==> config.mk <==
export PLATFORM = sky130hd
export DESIGN_NAME = irq_entry_seq
export DESIGN_NICKNAME = d
export VERILOG_FILES = /design/src/rtl/irq_entry_pkg.sv /design/src/rtl/irq_req_track.sv /design/src/rtl/irq_entry_fsm.sv /design/src/rtl/irq_entry_seq.sv
export SDC_FILE = /design/constraint.sdc
export NUM_CORES = 1
export LEC_CHECK = 0
export BUFFER_PORTS_ARGS = -buffer_cell sky130_fd_sc_hd__buf_2
export CORE_MARGIN = 8
export CORE_UTILIZATION = 47
export DETAILED_ROUTE_END_ITERATION = 8
export GPL_TIMING_DRIVEN = 0
export HOLD_SLACK_MARGIN = 0.05
export PLACE_DENSITY = 0.83
export SLEW_MARGIN = 20
export SYNTH_ARGS = -nofsm -noshare
export SYNTH_HDL_FRONTEND = slang
export SYNTH_SLANG_ARGS = --single-unit
==> constraint.sdc <==
create_clock -name clk -period 2.7 [get_ports clk]
set_clock_uncertainty 0.2 [all_clocks]
set_input_delay 0.27 -clock clk [delete_from_list [all_inputs] [get_ports clk]]
set_output_delay 0.27 -clock clk [all_outputs]
set_load 0.05 [all_outputs]
==> src/rtl/irq_entry_pkg.sv <==
package irq_entry_pkg;

  typedef enum logic [2:0] {
    ST_IDLE,
    ST_DUMMY_A,
    ST_DUMMY_B,
    ST_PUSH_PCH,
    ST_PUSH_PCL,
    ST_PUSH_STAT,
    ST_VEC_LO,
    ST_VEC_HI
  } seq_state_e;

  typedef enum logic [1:0] {
    SRC_NONE,
    SRC_IRQ,
    SRC_NMI,
    SRC_RST
  } entry_src_e;

  localparam logic [7:0]  MASK_I = 8'h04;
  localparam logic [7:0]  MASK_B = 8'h10;
  localparam logic [7:0]  MASK_U = 8'h20;

  localparam logic [15:0] VEC_NMI = 16'hFFFA;
  localparam logic [15:0] VEC_RST = 16'hFFFC;
  localparam logic [15:0] VEC_IRQ = 16'hFFFE;

  localparam int ENTRY_CYCLES = 7;

endpackage

==> src/rtl/irq_req_track.sv <==
module irq_req_track #(
  parameter int NSRC = 4
) (
  input  logic            clk,
  input  logic            rst_n,
  input  logic            boundary_i,
  input  logic            nmi_req_i,
  input  logic            irq_pulse_i,
  input  logic [NSRC-1:0] irq_lvl_i,
  input  logic            jam_i,
  input  logic            irq_mask_prev_i,
  output logic            take_nmi_o,
  output logic            take_irq_o,
  output logic            jammed_o
);

  logic nmi_pend_q, nmi_pend_d, nmi_en;
  logic osh_q, osh_d, osh_en;
  logic jam_q, jam_d, jam_en;
  logic irq_any, consume;

  always_comb begin
    irq_any    = (|irq_lvl_i) | osh_q;
    consume    = boundary_i & (nmi_pend_q | irq_any);
    nmi_pend_d = nmi_req_i | (nmi_pend_q & ~consume);
    nmi_en     = nmi_req_i | consume;
    osh_d      = irq_pulse_i | (osh_q & ~consume);
    osh_en     = irq_pulse_i | consume;
    jam_d      = 1'b1;
    jam_en     = jam_i;
    take_nmi_o = boundary_i & nmi_pend_q & ~jam_q;
    take_irq_o = boundary_i & ~nmi_pend_q & irq_any & ~irq_mask_prev_i & ~jam_q;
  end

  always_ff @(posedge clk or negedge rst_n) begin
    if (!rst_n) begin
      nmi_pend_q <= 1'b0;
      osh_q      <= 1'b0;
      jam_q      <= 1'b0;
    end else begin
      if (nmi_en) nmi_pend_q <= nmi_pend_d;
      if (osh_en) osh_q      <= osh_d;
      if (jam_en) jam_q      <= jam_d;
    end
  end

  assign jammed_o = jam_q;

  assert_single_take_R5: assert property (@(posedge clk) disable iff (!rst_n)
    $onehot0({take_nmi_o, take_irq_o}));

  assert_jam_sticky_R7: assert property (@(posedge clk) disable iff (!rst_n)
    jam_q |=> jam_q);

  assert_jam_blocks_R7: assert property (@(posedge clk) disable iff (!rst_n)
    jam_q |-> !(take_nmi_o || take_irq_o));

  assert_nmi_consumed_R8: assert property (@(posedge clk) disable iff (!rst_n)
    (boundary_i && nmi_pend_q && !nmi_req_i) |=> !nmi_pend_q);

  assert_osh_consumed_R8: assert property (@(posedge clk) disable iff (!rst_n)
    (boundary_i && osh_q && !irq_pulse_i) |=> !osh_q);

endmodule

==> src/rtl/irq_entry_fsm.sv <==
module irq_entry_fsm
  import irq_entry_pkg::*;
#(
  parameter logic [7:0] STACK_PAGE = 8'h01
) (
  input  logic        clk,
  input  logic        rst_n,
  input  logic        take_nmi_i,
  input  logic        take_irq_i,
  input  logic [15:0] pc_i,
  input  logic [7:0]  sp_i,
  input  logic [7:0]  stat_i,
  input  logic [7:0]  mem_rdata_i,
  output logic [15:0] mem_addr_o,
  output logic [7:0]  mem_wdata_o,
  output logic        mem_we_o,
  output logic        mem_re_o,
  output logic [15:0] pc_o,
  output logic [7:0]  sp_o,
  output logic [7:0]  stat_o,
  output logic        busy_o,
  output logic        done_o
);

  localparam int RUN_W = $clog2(ENTRY_CYCLES + 1) + 1;

  seq_state_e state_q, state_d;
  entry_src_e src_q, src_d;
  logic [15:0] pc_q, pc_d;
  logic [7:0]  sp_q, sp_d, stat_q, stat_d;
  logic        done_q, done_d;
  logic        src_en, pc_en, sp_en, stat_en;
  logic [15:0] vec_base;

  always_comb begin
    case (src_q)
      SRC_NMI: vec_base = VEC_NMI;
      SRC_IRQ: vec_base = VEC_IRQ;
      default: vec_base = VEC_RST;
    endcase
  end

  always_comb begin
    state_d     = state_q;
    src_d       = src_q;
    pc_d        = pc_q;
    sp_d        = sp_q;
    stat_d      = stat_q;
    done_d      = 1'b0;
    src_en      = 1'b0;
    pc_en       = 1'b0;
    sp_en       = 1'b0;
    stat_en     = 1'b0;
    mem_addr_o  = {STACK_PAGE, sp_q};
    mem_wdata_o = 8'h00;
    mem_we_o    = 1'b0;
    mem_re_o    = 1'b0;
    case (state_q)
      ST_IDLE: begin
        if (take_nmi_i || take_irq_i) begin
          state_d = ST_DUMMY_A;
          src_d   = take_nmi_i ? SRC_NMI : SRC_IRQ;
          pc_d    = pc_i;
          sp_d    = sp_i;
          stat_d  = stat_i & ~MASK_B;
          src_en  = 1'b1;
          pc_en   = 1'b1;
          sp_en   = 1'b1;
          stat_en = 1'b1;
        end
      end
      ST_DUMMY_A: state_d = ST_DUMMY_B;
      ST_DUMMY_B: state_d = ST_PUSH_PCH;
      ST_PUSH_PCH: begin
        mem_we_o    = 1'b1;
        mem_wdata_o = pc_q[15:8];
        sp_d        = sp_q - 8'd1;
        sp_en       = 1'b1;
        state_d     = ST_PUSH_PCL;
      end
      ST_PUSH_PCL: begin
        mem_we_o    = 1'b1;
        mem_wdata_o = pc_q[7:0];
        sp_d        = sp_q - 8'd1;
        sp_en       = 1'b1;
        state_d     = ST_PUSH_STAT;
      end
      ST_PUSH_STAT: begin
        mem_we_o    = 1'b1;
        mem_wdata_o = stat_q | MASK_U;
        sp_d        = sp_q - 8'd1;
        sp_en       = 1'b1;
        if (src_q == SRC_IRQ) begin
          stat_d  = stat_q | MASK_I;
          stat_en = 1'b1;
        end
        state_d = ST_VEC_LO;
      end
      ST_VEC_LO: begin
        mem_re_o   = 1'b1;
        mem_addr_o = vec_base;
        pc_d       = {pc_q[15:8], mem_rdata_i};
        pc_en      = 1'b1;
        state_d    = ST_VEC_HI;
      end
      ST_VEC_HI: begin
        mem_re_o   = 1'b1;
        mem_addr_o = vec_base | 16'h0001;
        pc_d       = {mem_rdata_i, pc_q[7:0]};
        pc_en      = 1'b1;
        done_d     = 1'b1;
        state_d    = ST_IDLE;
      end
      default: state_d = ST_IDLE;
    endcase
  end

  always_ff @(posedge clk or negedge rst_n) begin
    if (!rst_n) begin
      state_q <= ST_VEC_LO;
      src_q   <= SRC_RST;
      pc_q    <= 16'h0000;
      sp_q    <= 8'h00;
      stat_q  <= MASK_I;
      done_q  <= 1'b0;
    end else begin
      state_q <= state_d;
      done_q  <= done_d;
      if (src_en)  src_q  <= src_d;
      if (pc_en)   pc_q   <= pc_d;
      if (sp_en)   sp_q   <= sp_d;
      if (stat_en) stat_q <= stat_d;
    end
  end

  assign pc_o   = pc_q;
  assign sp_o   = sp_q;
  assign stat_o = stat_q;
  assign busy_o = (state_q != ST_IDLE);
  assign done_o = done_q;

  logic [RUN_W-1:0] run_q;
  always_ff @(posedge clk or negedge rst_n) begin
    if (!rst_n)      run_q <= '0;
    else if (busy_o) run_q <= run_q + 1'b1;
    else             run_q <= '0;
  end

  assert_entry_len_R2: assert property (@(posedge clk) disable iff (!rst_n)
    busy_o |-> (int'(run_q) < ENTRY_CYCLES));

  assert_we_stack_R2: assert property (@(posedge clk) disable iff (!rst_n)
    mem_we_o |-> (mem_addr_o[15:8] == STACK_PAGE));

  assert_rw_excl_R2: assert property (@(posedge clk) disable iff (!rst_n)
    !(mem_we_o && mem_re_o));

  assert_done_idle_R2: assert property (@(posedge clk) disable iff (!rst_n)
    done_o |-> !busy_o);

  assert_irq_sets_i_R3: assert property (@(posedge clk) disable iff (!rst_n)
    (state_q == ST_VEC_HI && src_q == SRC_IRQ) |-> stat_q[2]);

  assert_push_u_R11: assert property (@(posedge clk) disable iff (!rst_n)
    (state_q == ST_PUSH_STAT) |-> (mem_wdata_o[5] && !mem_wdata_o[4]));

endmodule

==> src/rtl/irq_entry_seq.sv <==
module irq_entry_seq
  import irq_entry_pkg::*;
#(
  parameter int         NSRC       = 4,
  parameter logic [7:0] STACK_PAGE = 8'h01
) (
  input  logic            clk,
  input  logic            rst_n,
  input  logic            boundary_i,
  input  logic [NSRC-1:0] irq_lvl_i,
  input  logic            irq_pulse_i,
  input  logic            nmi_req_i,
  input  logic            jam_i,
  input  logic            irq_mask_prev_i,
  input  logic [7:0]      stat_i,
  input  logic [15:0]     pc_i,
  input  logic [7:0]      sp_i,
  input  logic [7:0]      mem_rdata_i,
  output logic [15:0]     mem_addr_o,
  output logic [7:0]      mem_wdata_o,
  output logic            mem_we_o,
  output logic            mem_re_o,
  output logic [15:0]     pc_o,
  output logic [7:0]      sp_o,
  output logic [7:0]      stat_o,
  output logic            busy_o,
  output logic            done_o,
  output logic            jammed_o
);

  logic bnd_ok, take_nmi, take_irq;

  assign bnd_ok = boundary_i & ~busy_o;

  irq_req_track #(.NSRC(NSRC)) u_track (
    .clk             (clk),
    .rst_n           (rst_n),
    .boundary_i      (bnd_ok),
    .nmi_req_i       (nmi_req_i),
    .irq_pulse_i     (irq_pulse_i),
    .irq_lvl_i       (irq_lvl_i),
    .jam_i           (jam_i),
    .irq_mask_prev_i (irq_mask_prev_i),
    .take_nmi_o      (take_nmi),
    .take_irq_o      (take_irq),
    .jammed_o        (jammed_o)
  );

  irq_entry_fsm #(.STACK_PAGE(STACK_PAGE)) u_fsm (
    .clk         (clk),
    .rst_n       (rst_n),
    .take_nmi_i  (take_nmi),
    .take_irq_i  (take_irq),
    .pc_i        (pc_i),
    .sp_i        (sp_i),
    .stat_i      (stat_i),
    .mem_rdata_i (mem_rdata_i),
    .mem_addr_o  (mem_addr_o),
    .mem_wdata_o (mem_wdata_o),
    .mem_we_o    (mem_we_o),
    .mem_re_o    (mem_re_o),
    .pc_o        (pc_o),
    .sp_o        (sp_o),
    .stat_o      (stat_o),
    .busy_o      (busy_o),
    .done_o      (done_o)
  );

  assert_start_at_boundary_R9: assert property (@(posedge clk) disable iff (!rst_n)
    $rose(busy_o) |-> $past(boundary_i));

  assert_vec_region_R3: assert property (@(posedge clk) disable iff (!rst_n)
    mem_re_o |-> (mem_addr_o[15:3] == 13'h1FFF));

endmodule

==> results.sh <==
export IMPL_globalRoute_totalOverflow=0
export IMPL_detailedPlacementHpwl_um=5531
export IMPL_worst_slew_pin_transition_ps=912.1
export IMPL_nets=415
export IMPL_finalCritPeriodShare_pct=96.73
export IMPL_drt_iter0_markers=118
export IMPL_grt_first_pass_wirelength_um=12000
export IMPL_place_gp_congestion=0.8789
export IMPL_ctsHtreeMaxLevel=2
export IMPL_dr_total_vias=2313
export IMPL_die_x_um=86.84
export IMPL_clkTransAtPathRegs_ps=80
export IMPL_dpl_worst_slack_ps=-119.6
export IMPL_synth_top_cells_by_area="sky130_fd_sc_hd__dfrtp_1 (37%), sky130_fd_sc_hd__mux2_2 (11%), sky130_fd_sc_hd__a22o_1 (7.4%)"
export IMPL_antenna_cells=0
export IMPL_floorplan_core_area_um2=4786
export IMPL_synth_edff_count=0
export IMPL_area_added_between_synthesis_and_finish_pct=40.95
export IMPL_synth_fp_nets=288
export IMPL_cts_inserted_buffers=5
export IMPL_finalMaxSlewViolations=0
export IMPL_drt_antenna_violating_nets=0
export IMPL_cp_end_kind="output pin"
export IMPL_synth_top_area_share_pct=37.14
export IMPL_status="complete, no violations"
export IMPL_finalSetupViolCount=0
export IMPL_layout_drive_gt1_share_pct=50.28
export IMPL_die_area_um2=7541
export IMPL_clockBufferDepth=2
export IMPL_setup_worst_path_start_class="flip-flop"
export IMPL_postSynth_asyncResetShare_pct=100.0
export IMPL_hold_path_class="in2reg"
export IMPL_synthDominantAreaCellType="sky130_fd_sc_hd__dfrtp_1"
export IMPL_synth_yosys_warnings=0
export IMPL_clock_latency_ps=300
export IMPL_grt_antenna_before_repair=0
export IMPL_vias_per_cell=5.442
export IMPL_yosys_most_used_dff="sky130_fd_sc_hd__dfrtp_1"
export IMPL_slew_limit_headroom_pct=39.20
export IMPL_synth_commonest_cells="sky130_fd_sc_hd__dfrtp_1 (35), sky130_fd_sc_hd__mux2_2 (23), sky130_fd_sc_hd__a22o_1 (20)"
export IMPL_syn_cell_area_um2=2359
export IMPL_count_of_mapped_cells_out_of_synthesis=230
export IMPL_io_pin_count=112
export IMPL_drcViolationCount=0
export IMPL_critPathRequiredTime_ps=2230
export IMPL_tritoncts="yes"
export IMPL_post_synth_top_count_cell="sky130_fd_sc_hd__dfrtp_1"
export IMPL_wire_per_inst_um=17.92
export IMPL_dieHeight_um=86.84
export IMPL_grt_util_all_layers_pct=20.36
export IMPL_n_fill_cell=363
export IMPL_root_buffer="sky130_fd_sc_hd__clkbuf_8"
export IMPL_std_cell_rows=25
export IMPL_critical_path_class="reg2out"
export IMPL_setup_ws_ps=88.33
export IMPL_grt_start_max_net_pins=41
export IMPL_drtPass1Iterations=5
export IMPL_timing_final_hold_violations=0
export IMPL_synth_cell_types=49
export IMPL_initial_standard_cell_utilization_of_the_core_pct=49.28
export IMPL_worst_path_max_fanout=11
export IMPL_drv_cap=0
export IMPL_seq_area_frac_synth_pct=42.71
export IMPL_drt_total_wl_um=7615
export IMPL_whs_path_depth=3
export IMPL_final_period_minus_worst_setup_slack_ps=2612
export IMPL_cts_sinks=40
export IMPL_syn_avg_cell_area_um2=10.25
export IMPL_port_buffers=108
export IMPL_critical_path_arrival_ps=2140
export IMPL_worstRegToRegCells=6
export IMPL_synth_ff_latch_count=40
export IMPL_number_of_global_route_vias_before_repair=2417
export IMPL_fmax_mhz=382.9
[worst max-delay path, cell delays in order, from the launching register on]
cell,delay [ps]
sky130_fd_sc_hd__dfrtp_1,410
sky130_fd_sc_hd__inv_1,80
sky130_fd_sc_hd__ha_2,220
sky130_fd_sc_hd__and2_4,190
sky130_fd_sc_hd__nor2_4,150
sky130_fd_sc_hd__buf_8,170
sky130_fd_sc_hd__clkinvlp_4,220
sky130_fd_sc_hd__buf_4,200
sky130_fd_sc_hd__buf_2,200
[cell type report]
| class | instances | area, µm² | share of cell area [%] |
|---|---|---|---|
| repair inverters | 1 | 5.005 | 0.1505 |
| clock buffers | 7 | 96.34 | 2.898 |
| plain buffers | 18 | 133.9 | 4.027 |
| repair buffers | 123 | 691.9 | 20.81 |
| well taps | 67 | 83.83 | 2.522 |
| inverters | 12 | 48.80 | 1.468 |
| flip-flops and latches | 40 | 1007 | 30.30 |
| multi-input cells | 156 | 1227 | 36.92 |
| clock inverters | 1 | 30.03 | 0.9033 |
[sequential cells by signal, summed over array words and instances, names as in the netlist]
| register | count |
|---|---|
| u_fsm.sp_o | 8 |
| u_track.jammed_o | 1 |
| u_track.osh_q | 1 |
| u_fsm.state_q | 3 |
| u_fsm.pc_o | 16 |
| u_fsm.stat_o | 7 |
| u_fsm.done_o | 1 |
| u_fsm.src_q | 2 |
| u_track.nmi_pend_q | 1 |
[cells in the final DEF (no fill, tap or decap), types with 5 or more instances in the layout]
| master | Yosys | layout |
|---|---|---|
| sky130_fd_sc_hd__buf_2 | 0 | 106 |
| sky130_fd_sc_hd__dfrtp_1 | 35 | 35 |
| sky130_fd_sc_hd__mux2_2 | 23 | 23 |
| sky130_fd_sc_hd__a22o_1 | 20 | 20 |
| sky130_fd_sc_hd__nand2_1 | 18 | 18 |
| sky130_fd_sc_hd__buf_4 | 9 | 13 |
| sky130_fd_sc_hd__dlygate4sd3_1 | 0 | 12 |
| sky130_fd_sc_hd__inv_1 | 11 | 9 |
| sky130_fd_sc_hd__a22oi_1 | 8 | 8 |
| sky130_fd_sc_hd__o21ai_0 | 7 | 7 |
| sky130_fd_sc_hd__nor2_1 | 10 | 7 |
| sky130_fd_sc_hd__clkbuf_8 | 0 | 7 |
| sky130_fd_sc_hd__or3_1 | 5 | 5 |
| sky130_fd_sc_hd__ha_1 | 7 | 5 |
| sky130_fd_sc_hd__dfstp_2 | 5 | 5 |
[what timing repair did]
item,in CTS,in global routing
resized for setup,8,14
buffers inserted,2,1
hold buffers,12,0
gates cloned,1,0
endpoints found under the setup margin,24,25
pin swaps,1,1
endpoints found under the hold margin,46,0
[layer usage]
layer  vias up  track usage (%)  share of wire [%]
met2        95            33.31                 51
li1       1089                -                  -
met4         0            12.05                2.8
met1      1110            22.96                 39
met3        19            5.955                7.8
met5         -                0                  0
[cells by family after synthesis]
| kind of cell | Yosys count | share of synthesized area [%] |
|---|---|---|
| AND/OR/NAND/NOR | 55 | 12.04 |
| other | 2 | 0.3184 |
| multiplexers | 26 | 12.47 |
| adder cells (fa/ha/maj) | 7 | 3.713 |
| flip-flops | 40 | 42.71 |
| buffers and inverters | 34 | 7.480 |
| AO/OA/AOI/OAI | 66 | 21.27 |
[through the flow]
| stage | utilization (%) | instance area (µm²) | hold slack [ps] | instances | TNS [ps] |
|---|---|---|---|---|---|
| 2_1_floorplan | - | 2396 | -225.6 | 230 | -32.86 |
| 3_3_place_gp | 63.11 | 3020 | 240.6 | 405 | -119.8 |
| 3_5_place_dp | 63.11 | 3020 | 241.8 | 405 | -468.2 |
| 4_1_cts | 68.99 | 3302 | 87.86 | 426 | -33.98 |
| 5_1_grt | 69.46 | 3324 | 98.21 | 425 | -27.25 |
| 6_report | 69.46 | 3324 | 93.41 | 425 | 0 |
[worst paths after layout]
check                                              endpoint  slack, ps                          from
worst max-delay path                         mem_addr_o[13]         90  u_fsm.state_q[0]$_DFFE_PN0P_
worst min-delay path              u_fsm.sp_o[4]$_DFFE_PN0P_         90                       sp_i[4]
worst max register to register   u_fsm.pc_o[14]$_DFFE_PN0P_        150  u_fsm.state_q[0]$_DFFE_PN0P_
worst min register to register    u_track.osh_q$_DFFE_PN0P_        270     u_track.osh_q$_DFFE_PN0P_
max in group asynchronous       u_fsm.stat_o[7]$_DFFE_PN0P_       1300                         rst_n
min in group asynchronous       u_fsm.stat_o[5]$_DFFE_PN0P_        430                         rst_n
Power is not shown: default switching activity piles up to over one toggle a cycle in this logic, so the estimate is an artifact.
